--- src/rtl/mdh_pkg.sv ---
package mdh_pkg;
  localparam logic LEAD_TID = 1'b0;

  // A candidate is held only if it belongs to the leading thread
  // and at least one of its operands is still waiting on a miss.
  function automatic logic needs_hold(input logic tid, input logic p0, input logic p1);
    return (tid == LEAD_TID) && (p0 || p1);
  endfunction

  // Pointer advance with wrap at an arbitrary depth.
  function automatic int unsigned wrap_next(input int unsigned p, input int unsigned depth);
    return (p == depth - 1) ? 0 : p + 1;
  endfunction
endpackage

--- src/rtl/mdh_poison_table.sv ---
module mdh_poison_table #(
  parameter int TAG_W = 6
) (
  input  logic                  clk,
  input  logic                  rst_n,
  input  logic                  flush,
  input  logic                  set0_en,
  input  logic [TAG_W-1:0]      set0_tag,
  input  logic                  set1_en,
  input  logic [TAG_W-1:0]      set1_tag,
  input  logic                  clr0_en,
  input  logic [TAG_W-1:0]      clr0_tag,
  input  logic                  clr1_en,
  input  logic [TAG_W-1:0]      clr1_tag,
  input  logic [3:0][TAG_W-1:0] rd_tag,
  output logic [3:0]            rd_bit
);
  localparam int NREG = 1 << TAG_W;

  logic [NREG-1:0] pois_q;

  for (genvar g = 0; g < NREG; g++) begin : g_bit
    logic set_hit, clr_hit;
    assign set_hit = (set0_en && set0_tag == TAG_W'(g)) || (set1_en && set1_tag == TAG_W'(g));
    assign clr_hit = (clr0_en && clr0_tag == TAG_W'(g)) || (clr1_en && clr1_tag == TAG_W'(g));
    always_ff @(posedge clk) begin
      if (!rst_n || flush) pois_q[g] <= 1'b0;
      else if (set_hit)    pois_q[g] <= 1'b1;
      else if (clr_hit)    pois_q[g] <= 1'b0;
    end
  end

  for (genvar r = 0; r < 4; r++) begin : g_rd
    assign rd_bit[r] = pois_q[rd_tag[r]];
  end


  miss_poisons_chk: assert property (@(posedge clk) disable iff (!rst_n)
    (set1_en && !flush) |=> pois_q[$past(set1_tag)]);


  fill_clears_chk: assert property (@(posedge clk) disable iff (!rst_n)
    (clr0_en && !flush && !(set0_en && set0_tag == clr0_tag) && !(set1_en && set1_tag == clr0_tag))
      |=> !pois_q[$past(clr0_tag)]);


  flush_clears_chk: assert property (@(posedge clk) disable iff (!rst_n)
    flush |=> (pois_q == '0));
endmodule

--- src/rtl/mdh_hold_fifo.sv ---
module mdh_hold_fifo #(
  parameter int W     = 18,
  parameter int DEPTH = 8
) (
  input  logic         clk,
  input  logic         rst_n,
  input  logic         flush,
  input  logic         wr_en,
  input  logic [W-1:0] wr_data,
  input  logic         rd_en,
  output logic [W-1:0] rd_data,
  output logic         empty,
  output logic         full
);
  import mdh_pkg::*;
  localparam int PW = (DEPTH > 1) ? $clog2(DEPTH) : 1;
  localparam int CW = $clog2(DEPTH + 1);

  logic [W-1:0]  mem [DEPTH];
  logic [PW-1:0] wp, rp;
  logic [CW-1:0] cnt;

  always_ff @(posedge clk) begin
    if (wr_en) mem[wp] <= wr_data;
  end

  always_ff @(posedge clk) begin
    if (!rst_n || flush) begin
      wp  <= '0;
      rp  <= '0;
      cnt <= '0;
    end else begin
      if (wr_en) wp <= PW'(wrap_next(32'(wp), DEPTH));
      if (rd_en) rp <= PW'(wrap_next(32'(rp), DEPTH));
      cnt <= cnt + CW'(wr_en) - CW'(rd_en);
    end
  end

  assign rd_data = mem[rp];
  assign empty   = (cnt == '0);
  assign full    = (cnt == CW'(DEPTH));


  no_overflow_chk: assert property (@(posedge clk) disable iff (!rst_n)
    wr_en |-> !full);


  no_underflow_chk: assert property (@(posedge clk) disable iff (!rst_n)
    rd_en |-> !empty);


  flush_empties_chk: assert property (@(posedge clk) disable iff (!rst_n)
    flush |=> empty);
endmodule

--- src/rtl/mdh_dispatch_hold.sv ---
module mdh_dispatch_hold #(
  parameter int TAG_W      = 6,
  parameter int HOLD_DEPTH = 8
) (
  input  logic             clk,
  input  logic             rst_n,
  input  logic             flush,
  input  logic             cand_valid,
  input  logic             cand_tid,
  input  logic [TAG_W-1:0] cand_src0,
  input  logic [TAG_W-1:0] cand_src1,
  input  logic [TAG_W-1:0] cand_dst,
  input  logic             miss_valid,
  input  logic             miss_tid,
  input  logic [TAG_W-1:0] miss_tag,
  input  logic             fill_valid,
  input  logic [TAG_W-1:0] fill_tag,
  output logic             disp_en,
  output logic             hold_take,
  output logic             cand_stall,
  output logic             rel_valid,
  output logic [TAG_W-1:0] rel_src0,
  output logic [TAG_W-1:0] rel_src1,
  output logic [TAG_W-1:0] rel_dst
);
  import mdh_pkg::*;
  localparam int ENT_W = 3 * TAG_W;

  logic [3:0][TAG_W-1:0] rd_tag;
  logic [3:0]            rd_bit;
  logic [ENT_W-1:0]      head;
  logic                  buf_empty, buf_full;

  // Named internal events
  logic live, cand_dep, head_ready, lead_miss;

  assign {rel_src0, rel_src1, rel_dst} = head;

  assign rd_tag = {rel_src1, rel_src0, cand_src1, cand_src0};

  assign live       = cand_valid && !flush;
  assign cand_dep   = needs_hold(cand_tid, rd_bit[0], rd_bit[1]);
  assign head_ready = !buf_empty && !rd_bit[2] && !rd_bit[3];
  assign lead_miss  = miss_valid && (miss_tid == LEAD_TID);

  assign disp_en    = live && !cand_dep;
  assign hold_take  = live && cand_dep && !buf_full;
  assign cand_stall = live && cand_dep && buf_full;
  assign rel_valid  = !flush && head_ready;

  mdh_poison_table #(.TAG_W(TAG_W)) u_pois (
    .clk      (clk),
    .rst_n    (rst_n),
    .flush    (flush),
    .set0_en  (hold_take),
    .set0_tag (cand_dst),
    .set1_en  (lead_miss),
    .set1_tag (miss_tag),
    .clr0_en  (fill_valid),
    .clr0_tag (fill_tag),
    .clr1_en  (rel_valid),
    .clr1_tag (rel_dst),
    .rd_tag   (rd_tag),
    .rd_bit   (rd_bit)
  );

  mdh_hold_fifo #(.W(ENT_W), .DEPTH(HOLD_DEPTH)) u_fifo (
    .clk     (clk),
    .rst_n   (rst_n),
    .flush   (flush),
    .wr_en   (hold_take),
    .wr_data ({cand_src0, cand_src1, cand_dst}),
    .rd_en   (rel_valid),
    .rd_data (head),
    .empty   (buf_empty),
    .full    (buf_full)
  );


  trail_never_held_chk: assert property (@(posedge clk) disable iff (!rst_n)
    (cand_valid && cand_tid != LEAD_TID && !flush) |-> (disp_en && !cand_stall && !hold_take));


  release_clean_chk: assert property (@(posedge clk) disable iff (!rst_n)
    rel_valid |-> (!rd_bit[2] && !rd_bit[3]));


  flush_quiet_chk: assert property (@(posedge clk) disable iff (!rst_n)
    flush |-> !(disp_en || hold_take || cand_stall || rel_valid));
endmodule

--- config.mk ---
export PLATFORM = sky130hd
export DESIGN_NAME = mdh_dispatch_hold
export DESIGN_NICKNAME = d
export VERILOG_FILES = /design/src/rtl/mdh_pkg.sv /design/src/rtl/mdh_poison_table.sv /design/src/rtl/mdh_hold_fifo.sv /design/src/rtl/mdh_dispatch_hold.sv
export SDC_FILE = /design/constraint.sdc
export NUM_CORES = 1
export LEC_CHECK = 0
export BUFFER_PORTS_ARGS = -buffer_cell sky130_fd_sc_hd__buf_2
export CAP_MARGIN = 20
export CORE_MARGIN = 8
export CORE_UTILIZATION = 50
export CTS_CLUSTER_SIZE = 14
export DETAILED_ROUTE_END_ITERATION = 8
export PLACE_DENSITY = 0.67
export SLEW_MARGIN = 40
export SYNTH_ARGS = -nofsm -noshare
export SYNTH_HDL_FRONTEND = slang
export SYNTH_SLANG_ARGS = --single-unit
export TNS_END_PERCENT = 10
--- constraint.sdc ---
create_clock -name clk -period 5.6 [get_ports clk]
set_input_delay 0.56 -clock clk [delete_from_list [all_inputs] [get_ports clk]]
set_output_delay 0.56 -clock clk [all_outputs]
set_load 0.01 [all_outputs]
== Yosys cells after proc, flatten, opt, wreduce, memory -nomap -nowiden ==
Memory sizes are Yosys's and may differ from the RTL's. A register that Yosys moved wholly into a read port is not among the register bits.
Index checks and enable logic that the tools add are counted.

* Register bits after elaboration: 74
* Bits in latches: 0
* Memory bits (writable): 144
* ROM bits: 0
* Bits of input ports: 38
* Output and inout bits: 22
* Word-level logic and storage cells: 947
* Memories kept: 1

{| class="wikitable"
|+ Memories
! memory !! words !! bits a word !! rd ports !! clocked after Yosys merged registers in !! write ports !! RTL line !! RTL
|-
| u_fifo.mem || 8 || 18 || 1 || 1 || 1 || mdh_hold_fifo.sv:19 || <nowiki>logic [W-1:0] mem [DEPTH];</nowiki>
|}

* Add/subtract/negate cells: 4
* Multiply operators: 0
* Divide/modulo/power cells: 0
* Order comparisons: 4
* Eq/ne operators: 255
* Shift-type cells: 0
* Muxes and demuxes: 142
* Bitwise logic cells: 2
* Reductions and logical operators: 472

{| class="wikitable"
|+ Operators by type and width
! cell !! number
|-
| 6-bit equality test, second input constant || 128
|-
| 6-bit by 5-bit equality test with 1-bit output, second input constant || 64
|-
| 1-bit logical AND || 266
|-
| 6-bit by 4-bit equality test with 1-bit output, second input constant || 32
|-
| 1-bit 2-to-1 mux || 134
|-
| 1-bit logical OR || 130
|-
| 2-bit nonzero test || 64
|-
| 6-bit by 3-bit equality test with 1-bit output, second input constant || 16
|-
| 6-bit by 2-bit equality test with 1-bit output, second input constant || 8
|-
| 6-bit by 7-bit < comparator with 1-bit output, second input constant || 4
|-
| 1-bit binary-select mux with 6-bit select || 4
|-
| 6-bit by 1-bit equality test with 1-bit output, second input constant || 4
|-
| 6-bit logical NOT || 4
|-
| 3-bit 2-to-1 mux || 4
|-
| 1-bit logical NOT || 7
|-
| 3-bit by 1-bit adder with 3-bit output, second input constant || 2
|-
| 3-bit equality test, second input constant || 2
|-
| 4-bit by 1-bit adder with 4-bit output || 1
|-
| 4-bit equality test, second input constant || 1
|-
| 4-bit logical NOT || 1
|-
| 4-bit by 1-bit subtractor with 4-bit output || 1
|-
| 1-bit inverter || 2
|}

== Depth between registers and ports, before layout ==
* Word-level depth: 10
* Mapped depth: 22
* Depth with buffers taken out: 15

== By module ==
From an unflattened synthesis, not the netlist that was laid out.

* Cells, all modules: 871
* Area total of the unflattened synthesis: 11907.7 um2

{| class="wikitable"
|+ Modules (own cells, without submodules)
! module !! times used !! cells an instance !! area an instance (um2) !! seq. area each (um2)
|-
| mdh_hold_fifo || 1 || 283 || 6203.4 || 4584.4
|-
| mdh_poison_table || 1 || 581 || 5642.9 || 1281.2
|-
| mdh_dispatch_hold || 1 || 7 || 61.3 || 0.0
|}

== Worst setup path after synthesis ==
Ideal clock, no wire load.

* Path kind: in2reg
* Start: input port cand_src0[1]
* End: memory u_fifo.mem[2][0] (enable)
* Arrival: 3864 ps
* Data required time: 5180 ps
* Path slack: 1316 ps
* Cell stages on the path: 10
* Path through: buf_1 buf_2 mux4_2 mux4_2 mux4_2 nor2_1 nor2_1 nand4b_2 or2_2 nor3b_1

* Word-level cells in the longest chain between the ends: 8

{| class="wikitable"
|+ Ends and longest elaborated chain
! item !! RTL line !! RTL
|-
| start: declaration || mdh_dispatch_hold.sv:10 || <nowiki>input logic [TAG_W-1:0] cand_src0,</nowiki>
|-
| 1-bit binary-select mux with 6-bit select || mdh_poison_table.sv:34 || <nowiki>assign rd_bit[r] = pois_q[rd_tag[r]];</nowiki>
|-
| 1-bit 2-to-1 mux (not written as such) || mdh_poison_table.sv:34 ||
|-
| 1-bit logical OR || mdh_pkg.sv:7 || <nowiki>return (tid == LEAD_TID) && (p0 || p1);</nowiki>
|-
| 1-bit logical AND || mdh_pkg.sv:7 ||
|-
| 1-bit logical AND (2 in series) || mdh_dispatch_hold.sv:47 || <nowiki>assign hold_take = live && cand_dep && !buf_full;</nowiki>
|-
| 1-bit 2-to-1 mux || mdh_hold_fifo.sv:24 || <nowiki>if (wr_en) mem[wp] <= wr_data;</nowiki>
|-
| 1-bit 2-to-1 mux (not written as such) || mdh_hold_fifo.sv:24 ||
|-
| end: declaration || mdh_hold_fifo.sv:19 ||
|}

No other way between the ends. The select of a mux whose other input is x is not followed.

==> impl_metrics.yaml <==
placed_design:
  gp_congestion: 1.00
  placed_cell_area_um2: 13300
  place_inst: 1450
  port_buffers: 59
  dp_hpwl_um: 27500
timing:
  final_max_slew_viol_count: 0
  tns_ns: 0
  slew_headroom_pct: 41.7
  rsz0062_at_grt: "no"
  final-setup-viol-count: 0
  fin_skew_ns: 0.0184
  hold_viol: 0
  fin_crit_sh_pct: 85.5
  tightest_slew_ns: 0.874
  fin_crit_ns: 4.79
  max_clock_freq_mhz: 209
route:
  firstDrtPassIters: 5
  routedWlPerCell_um: 27.0
  avgViaCountPerCell: 6.90
  vias: 10310
  wirelength_um: 40300
  drc_errors: 0
  drt_iter0_markers: 1627
  antenna_left: 0
floorplanning:
  die_w_um: 176
  dieHeight_um: 176
  die_area_um2: 30800
  num_rows: 58
  ioPinCount: 60
  core_area_um2: 25100
  start_util_pct: 50.7
grt:
  grt_max_degree: 73
  grt_usage_pct: 25.8
  overflow: 0
  grt_pass1_vias: 10028
  grt_first_pass_wirelength_um: 61100
  antenna_found_initial: 0
synth:
  synth_area_per_cell_um2: 11.4
  seq_area_frac_synth_pct: 46.1
  async_reset_ff_share_pct: 0
  syn_area_um2: 12700
  synth_edf_count: 144
  ys_ff_latch: 221
  ys_types: 54
  synth_warnings: 0
  synthFlopType: "edfxtp_1"
  syn_nets: 1169
  netlist_instances: 1120
cts:
  ctsResizeCount: 0
  clk_latency_ns: 0.55
  h-tree-depth: 1
  holdBufCountCts: 0
  cts_tree: "built"
  post_cts_buffers: 0
  cts.clk_slew.worst_paths_ns: 0.06
  cts_buffers: 24
  cts_sinks: 221
  cts_root_buffer: "clkbuf_16"
  cts.path.max_buffers: 3
worst_setup_path:
  worstPathMaxFanout: 18
  cp_slowest_stage_delay_ns: 0.69
  worst-r2r-cell-count: 17
  cp_cell_sequence: "buf_4 -> nand2_1 -> o22ai_1 -> a221o_1 -> buf_4 -> mux4_2 -> a221oi_1 -> nand2_1 -> and4_2 -> nor2_1 -> buf_2"
  critPathKind: "reg2out"
  crit_path_end_kind: "primary output"
  required_ns: 5.04
  reg2reg_setup_slack_ns: 0.90
  cp-start-kind: "register"
  critPathSlowestCell: "dfxtp_2"
  cp.arrival_ns: 4.23
  r2r-end: "u_fifo.cnt[3]"
final_layout:
  layout_common_cells: "146 x nand2_1, 144 x edfxtp_1, 93 x mux4_2"
  layout.cells.non_filler: 1494
  fin_util_pct: 56.0
  fin_area_um2: 14100
  fillCellCount: 2135
  regArea_um2: 5870
  area_growth_syn_to_layout_pct: 10.6
  mostFrequentLayoutCell: "nand2_1"
  final_nets: 1195
  diodes: 0
  multiInputGateArea_um2: 6440
  drive_gt1_share_pct: 23.6
power_and_ir_drop:
  leakage_uw: 0.00422
  power_density_nw_per_um2: 248
  vdd_drop_max_mv: 0.209
min_path:
  holdPathStages: 1
  hp-start: "cand_src0[5]"
  hold_end: "u_fifo.mem[5][17]"
  hp-class: "in2reg"
run_status:
  status: "complete, no violations"
run:
  cap_viol_max_count: 0
==> through the flow <==
step / setup slack (ns) / hold WS (ns) / total power (µW)
after floorplan: 1.32 / 0.468 / 1840
after global placement: 0.954 / 0.485 / 1910
after detailed placement: 0.915 / 0.491 / 1910
after CTS: 0.786 / 0.348 / 3490
after global routing: 0.503 / 0.352 / 3570
final: 0.814 / 0.352 / 3490
==> critical path, delay by kind of cell (launching register included) <==
kind | cells | cell delay (ns)
buffers and inverters | 3 | 0.90
and+or+nand+nor | 4 | 0.87
DFF | 1 | 0.69
AOI/OAI and AO/OA | 3 | 0.65
muxes | 1 | 0.56
==> registers in the layout, indices dropped and copies added, names as in the netlist, named ones only <==
signal and count:
u_pois.pois_q 64, u_fifo.mem 144, u_fifo.cnt 4, u_fifo.rp 3
u_fifo.wp 3
==> final cells by class <==
class | count | area share [%]
timing repair buffer | 85 | 3.49
inverter | 16 | 0.427
tap | 330 | 2.93
sequential | 221 | 41.7
clock buffer | 33 | 4.73
clock inverter | 11 | 0.987
multi-input combinational | 798 | 45.7
==> cell usage after synthesis (12+ instances only) <==
library cell	n	area, µm²
nand2b_1	23	144
o22ai_1	67	419
nor3_1	90	450
buf_2	20	100
mux2i_1	33	330
clkbuf_1	42	158
o211ai_1	23	173
inv_1	16	60.1
nor2_1	57	214
o21ai_0	12	60.1
edfxtp_1	144	4320
nand3_1	52	260
mux2_2	23	259
a21oi_1	13	65.1
nand2_1	146	548
a22oi_1	72	541
mux4_2	93	2090
dfxtp_1	77	1540
==> routing by layer <==
metal | wire length [µm] | part of all wire, % | GRT usage, % | vias to the layer above
met5 | 0 | 0 | 0 | -
met4 | 1300 | 3.2 | 9.64 | 0
met1 | 15600 | 39 | 35.2 | 5046
li1 | - | - | - | 4467
met2 | 18000 | 45 | 38.6 | 695
met3 | 5510 | 14 | 7.43 | 102
==> report_power, final <==
group / total [µW] / switching [µW] / internal [µW]
logic: 142 / 106 / 35.8
clock network: 1610 / 673 / 936
registers: 1740 / 1.48 / 1730
total: 3490 / 780 / 2700
==> kinds of logic (layout without fill, tap and decap cells) <==
logic type	Yosys count	in the layout	synth area share, %
AND/OR/NAND/NOR	422	422	15.8
flip-flops	221	221	46.1
AO/OA/AOI/OAI	214	214	11.7
multiplexers	149	149	21.1
buffers and inverters	101	145	4.07
adder cells (fa/ha/maj)	11	11	1.14
XOR/XNOR	2	2	0.138
==> worst max-delay path by stage <==
stage / startpoint / end / cells past startpoint
5_1_grt: register / rel_valid / 11
3_3_place_gp: register / u_fifo.cnt[3] / 17
4_1_cts: register / rel_valid / 11
3_5_place_dp: register / u_fifo.cnt[3] / 17
2_1_floorplan: cand_src0[1] / u_fifo.mem[2][0] / 10
6_report: register / rel_valid / 11
(Power assumes the default switching activity.)
